<file path="src/rtl/i2c_cond_pkg.sv">
package i2c_cond_pkg;
    typedef struct packed {
        logic start;
        logic stop;
        logic rel;
        logic lost;
    } cond_state_t;

    localparam cond_state_t COND_IDLE = '{start: 1'b0, stop: 1'b0, rel: 1'b0, lost: 1'b0};
endpackage

</file>
<file path="src/rtl/i2c_line_sync.sv">
module i2c_line_sync #(
    parameter int STAGES  = 2,
    parameter bit RST_VAL = 1'b1
) (
    input  logic clk,
    input  logic rst_n,
    input  logic d,
    output logic q
);
    localparam int TOP = STAGES - 1;

    logic [TOP:0] sh_d, sh_q;

    generate
        if (STAGES > 1) begin : g_chain
            always_comb sh_d = {sh_q[TOP-1:0], d};
        end else begin : g_single
            always_comb sh_d = d;
        end
    endgenerate

    always_ff @(posedge clk or negedge rst_n) begin
        if (!rst_n) sh_q <= {STAGES{RST_VAL}};
        else        sh_q <= sh_d;
    end

    assign q = sh_q[TOP];
endmodule

</file>
<file path="src/rtl/i2c_cond_detect.sv">
module i2c_cond_detect (
    input  logic clk,
    input  logic rst_n,
    input  logic en,
    input  logic sda_s,
    input  logic scl_s,
    output logic start_det,
    output logic stop_det
);
    logic sda_prev_d, sda_prev_q;
    logic scl_prev_d, scl_prev_q;

    always_comb begin
        sda_prev_d = sda_s;
        scl_prev_d = scl_s;
        start_det  = en & scl_s & scl_prev_q &  sda_prev_q & ~sda_s;
        stop_det   = en & scl_s & scl_prev_q & ~sda_prev_q &  sda_s;
    end

    always_ff @(posedge clk or negedge rst_n) begin
        if (!rst_n) begin
            sda_prev_q <= 1'b1;
            scl_prev_q <= 1'b1;
        end else begin
            sda_prev_q <= sda_prev_d;
            scl_prev_q <= scl_prev_d;
        end
    end
endmodule

</file>
<file path="src/rtl/i2c_arb_monitor.sv">
module i2c_arb_monitor #(
    parameter int STAGES = 2
) (
    input  logic clk,
    input  logic rst_n,
    input  logic en,
    input  logic tx_arb,
    input  logic pull_now,
    input  logic sda_s,
    input  logic scl_s,
    output logic lost_set
);
    localparam int TOP = STAGES - 1;

    logic [TOP:0] hist_d, hist_q;

    generate
        if (STAGES > 1) begin : g_hist
            always_comb hist_d = {hist_q[TOP-1:0], pull_now};
        end else begin : g_hist1
            always_comb hist_d = pull_now;
        end
    endgenerate

    always_comb lost_set = en & tx_arb & scl_s & ~sda_s & ~hist_q[TOP];

    always_ff @(posedge clk or negedge rst_n) begin
        if (!rst_n) hist_q <= '0;
        else        hist_q <= hist_d;
    end
endmodule

</file>
<file path="src/rtl/i2c_cond_hold.sv">
module i2c_cond_hold
    import i2c_cond_pkg::*;
#(
    parameter int CNT_W       = 5,
    parameter int SYNC_STAGES = 2
) (
    input  logic             clk,
    input  logic             rst_n,
    input  logic             sw_reset,
    input  logic             i2c_en,
    input  logic             sda_in,
    input  logic             scl_in,
    input  logic             tx_sda,
    input  logic             tx_arb,
    input  logic             cnt_done,
    input  logic             cnt_load,
    input  logic [CNT_W-1:0] cnt_load_val,
    input  logic             keep_flag,
    input  logic             rel_wr,
    input  logic             rel_wdata,
    input  logic             start_ie,
    input  logic             start_clr,
    output logic             sda_pull,
    output logic             scl_pull,
    output logic             start_flag,
    output logic             stop_flag,
    output logic             rel_bit,
    output logic             arb_lost,
    output logic             irq
);
    cond_state_t st_d, st_q;

    logic en;
    logic sda_s, scl_s;
    logic start_det, stop_det;
    logic lost_set;
    logic reload_nz;

    assign en = i2c_en & ~sw_reset;

    i2c_line_sync #(.STAGES(SYNC_STAGES), .RST_VAL(1'b1)) u_sync_sda (
        .clk(clk), .rst_n(rst_n), .d(sda_in), .q(sda_s)
    );

    i2c_line_sync #(.STAGES(SYNC_STAGES), .RST_VAL(1'b1)) u_sync_scl (
        .clk(clk), .rst_n(rst_n), .d(scl_in), .q(scl_s)
    );

    i2c_cond_detect u_det (
        .clk(clk), .rst_n(rst_n), .en(en),
        .sda_s(sda_s), .scl_s(scl_s),
        .start_det(start_det), .stop_det(stop_det)
    );

    i2c_arb_monitor #(.STAGES(SYNC_STAGES)) u_arb (
        .clk(clk), .rst_n(rst_n), .en(en), .tx_arb(tx_arb),
        .pull_now(sda_pull), .sda_s(sda_s), .scl_s(scl_s),
        .lost_set(lost_set)
    );

    always_comb begin
        reload_nz = cnt_load & (|cnt_load_val);
        st_d      = st_q;

        if (start_det)      st_d.start = 1'b1;
        else if (start_clr) st_d.start = 1'b0;

        if (stop_det)                     st_d.stop = 1'b1;
        else if (reload_nz && !keep_flag) st_d.stop = 1'b0;

        if (start_det)   st_d.rel = 1'b0;
        else if (rel_wr) st_d.rel = rel_wdata;

        if (start_det)     st_d.lost = 1'b0;
        else if (lost_set) st_d.lost = 1'b1;

        if (sw_reset) st_d = COND_IDLE;
    end

    always_ff @(posedge clk or negedge rst_n) begin
        if (!rst_n) st_q <= COND_IDLE;
        else        st_q <= st_d;
    end

    assign sda_pull   = en & ~tx_sda & ~st_q.lost;
    assign scl_pull   = en & cnt_done & ~st_q.rel;
    assign start_flag = st_q.start;
    assign stop_flag  = st_q.stop;
    assign rel_bit    = st_q.rel;
    assign arb_lost   = st_q.lost;
    assign irq        = st_q.start & start_ie;
endmodule

</file>
<file path="config.mk">
export PLATFORM = sky130hd
export DESIGN_NAME = i2c_cond_hold
export DESIGN_NICKNAME = d
export VERILOG_FILES = /design/src/rtl/i2c_cond_pkg.sv /design/src/rtl/i2c_line_sync.sv /design/src/rtl/i2c_cond_detect.sv /design/src/rtl/i2c_arb_monitor.sv /design/src/rtl/i2c_cond_hold.sv
export SDC_FILE = /design/constraint.sdc
export NUM_CORES = 1
export LEC_CHECK = 0
export BUFFER_PORTS_ARGS = -buffer_cell sky130_fd_sc_hd__buf_2
export CAP_MARGIN = 20
export CORE_AREA = 5 5 42 44
export CTS_CLUSTER_DIAMETER = 120
export CTS_CLUSTER_SIZE = 14
export DETAILED_ROUTE_END_ITERATION = 8
export DIE_AREA = 0 0 47 49
export HOLD_SLACK_MARGIN = 0.08
export PLACE_DENSITY = 0.68
export SYNTH_ARGS = -nofsm -noshare
export SYNTH_HDL_FRONTEND = slang
export SYNTH_SLANG_ARGS = --single-unit
</file>
<file path="constraint.sdc">
create_clock -name clk -period 1.3 [get_ports clk]
set_input_delay 0.13 -clock clk [delete_from_list [all_inputs] [get_ports clk]]
set_output_delay 0.13 -clock clk [all_outputs]
set_load 0.05 [all_outputs]
</file>
==> summary.md <==
| Metric | Value |
|---|---|
| Yosys warns | `0` |
| Pin count of the biggest net entering global routing | `13` |
| Top_reg_cell synth | `dfstp_2` |
| Final min period | `1.32 ns` |
| WL final | `1030 um` |
| Syn avg cell area | `13.3 um2` |
| Reg-to-Reg End | `start_flag` |
| Worst-Skew Late Latency | `approximately 0.27 ns` |
| Post-Syn Nets | `55` |
| Initial Util | `0.333` |
| Slew Viols, Final | `0` |
| Status | `finished, violations left` |
| Post-synth EDFFs | `0` |
| DR vias/cell | `4.69` |
| Critical Path AT | `approximately 1.2 ns` |
| Peak fanout along the critical path | `2` |
| Worst-path clk slew | `roughly 0.070 ns` |
| Filler Cell Count | `about 140` |
| Comb power frac | `0.126` |
| Synthesis-to-finish area growth | `56.3%` |
| Switching Fraction | `0.227` |
| Nets | `91` |
| Peak supply drop | `0.000669 V` |
| Clk_skew | `0.000803 ns` |
| Drt wl/cell | `12.0 um` |
| R2R Setup Slk | `0.16 ns` |
| Post-synth top cells | `6 x dfrtp_1, 6 x dfstp_2, 3 x inv_1, 3 x nand3_1` |
| FF-to-FF Start | `u_sync_sda.sh_q[1]` |
| CTS tree | `yes` |
| Seq/Total Area, Yosys | `0.660` |
| Violated checks | `negative setup slack` |
| PwrDens | `1090 nW/um2` |
| Sequential power share | `0.508` |
| Syn Std Cell Area | `467 um2` |
| DRT iter0 DRCs | `4` |
| Post-route DRC | `0` |
| Fmax | `0.757 GHz` |
| Ant. Diodes | `0` |
| Unique cell type count in the Yosys netlist | `18` |
| Layout cell share with drive strength beyond 1 | `0.586` |
| CP startpoint kind | `register` |
| Hold Crit Start | `tx_sda` |
| WP data required | `1.17 ns` |
| CTS root buf | `clkbuf_4` |
| Max_cap viols | `0` |
| Worst Hold Depth | `2` |
| I/O pin count | `27` |
| Worst path max stage delay | `0.42 ns` |
| Cell type with the highest aggregate area in the netlist | `dfstp_2` |
| Max transition margin | `0.833` |
| Post-CTS Hold Buffers | `4` |
| Area contributors post-synth | `dfstp_2 34%, dfrtp_1 32%, and4bb_1 5.4%` |
| Chip Height | `49 um` |
| Fin. Hold Viols | `0` |
| Yosys top cell area share | `0.338` |
| Post-DP Area | `633 um2` |
| Clock power frac | `0.366` |
| Worst slew pin tran | `around 0.25 ns` |
| Int Pwr | `616 uW` |
| Worst Hold Endpoint | `u_arb.hist_q[0]` |
| Site Rows | `14` |
| Path depth of the worst reg2reg path | `3` |
| DP Wirelength | `796 um` |
| Clk sinks | `12` |
| RSZ-0062 raised after global routing | `true` |
| Setup ws final | `-0.0207 ns` |
| Port bufs | `26` |
| H-tree levels | `1` |
| Fin crit share | `1.02` |
| Ordered cell list for the critical path | `nor4b_4 > buf_6` |
| First-pass GRT wire length | `~1700 um` |
| Hold WC Path Type | `in -> reg` |
| Sw Pwr | `180 uW` |
| Die area | `2300 um2` |
| Crit-path slowest cell | `dfrtp_2` |
| Number of global-route vias before repair | `~390` |
| Leak Pwr | `between 0.0003 and 0.0004 uW` |
| # setup viols final | `1` |
| Gpl congestion | `between 0.6 and 0.7` |
| #FFs+latches synth | `12` |
| Die width | `between 40 and 50 um` |
| CTS buffer count | `3` |
| 1st-pass router iterations | `4` |
| Core area | `1400 um2` |
| Setup Crit Path Kind | `reg -> out` |
| Critical path endpoint category | `output pin` |
| Design Area, Final | `729 um2` |
| Initial antenna violation count | `0` |
| Clock Tree Buf Depth | `2` |
| FFs w/ async S/R, synth | `1.00` |
| Vias | `between 400 and 500` |
| Pre-CTS setup slack | `around 0.16 ns` |
| GRT Residual Overflow | `0` |
| Total GRT Usage | `0.107` |
| Syn Inst Count | `35` |
| DRT antenna net count | `0` |
-- registers in the layout (all words and copies together), names as in the netlist --
| name | cells |
|---|---|
| arb_lost | 1 |
| rel_bit | 1 |
| start_flag | 1 |
| stop_flag | 1 |
| u_arb.hist_q | 2 |
| u_det.scl_prev_q | 1 |
| u_det.sda_prev_q | 1 |
| u_sync_scl.sh_q | 2 |
| u_sync_sda.sh_q | 2 |
-- how the worst max path moves through the flow --
stage,to,slack [ns],cells after the start,from
after global placement,sda_pull,0.17,2,arb_lost
after detailed placement,sda_pull,0.16,2,arb_lost
after global routing,sda_pull,-0.1,2,arb_lost
after CTS,sda_pull,-0.04,2,arb_lost
after floorplan,u_arb.hist_q[0],-0.13,1,arb_lost
final,sda_pull,-0.02,2,arb_lost
-- cell families (layout without fill, tap and decap cells) --
| group | after synthesis | in the layout | synth area share |
|---|---|---|---|
| buffers and inverters | 3 | 38 | 0.0241 |
| multiplexers | 1 | 1 | 0.0214 |
| AO/OA/AOI/OAI | 4 | 4 | 0.0536 |
| AND/OR/NAND/NOR | 15 | 15 | 0.241 |
| flip-flops | 12 | 12 | 0.660 |
-- critical path, delay by kind of cell (launching register included) --
family                 cells  cell delay, ns
and+or+nand+nor            1            0.30
buffers and inverters      1            0.20
DFF                        1            0.42
-- metrics by stage --
step / util / std cells / total power [uW] / setup TNS (ns) / hold slack [ns]
6_report: 0.521 / 86 / 796 / -0.0207 / 0.0523
5_1_grt: 0.521 / 86 / 850 / -0.0971 / 0.0257
4_1_cts: 0.518 / 86 / 815 / -0.0435 / 0.0414
3_5_place_dp: 0.452 / 77 / 500 / 0 / 0.0172
3_3_place_gp: 0.452 / 77 / 498 / 0 / 0.0125
2_1_floorplan: - / 35 / 450 / -0.190 / -0.166
-- area by class of cell --
class,instances,area [um2],area share
tap,16,20.0,0.0274
timing repair buffer,31,190,0.261
inverter,3,11.3,0.0154
clock buffer,4,36.3,0.0497
multi-input combinational,20,163,0.223
sequential,12,309,0.424
-- routing by layer --
metal  GRT usage  share of wire  up-vias
met1       0.135           0.40      191
met3      0.0332          0.096        0
met5           0              0        -
met4      0.0691              0        0
met2       0.152           0.51       17
li1            -              -      195
-- power by group through the flow --
| stage | clock [uW] | combinational (uW) | sequential, uW |
|---|---|---|---|
| global route | 333 | 109 | 408 |
| detailed placement | 0 | 88.5 | 411 |
| floorplan | 0 | 29.4 | 421 |
| global placement | 0 | 86.9 | 411 |
| finish | 291 | 100 | 405 |
| CTS | 309 | 101 | 405 |
-- placed cells by master (no fill, tap or decap), types with 2 or more instances in the layout --
cell type / count
buf_2: 24
dfstp_2: 6
dfrtp_1: 5
dlygate4sd3_1: 4
inv_1: 3
nand3_1: 3
clkbuf_4: 3
and4bb_1: 2
nor2_1: 2
nor2b_1: 2
buf_6: 2
-- what timing repair did --
action,CTS,global route
buffers inserted,1,0
endpoints found under the hold margin,16,1
pin swaps,1,0
gates resized for setup,3,1
setup endpoints to repair,2,2
No activity file was read; power rests on OpenSTA's default activity.
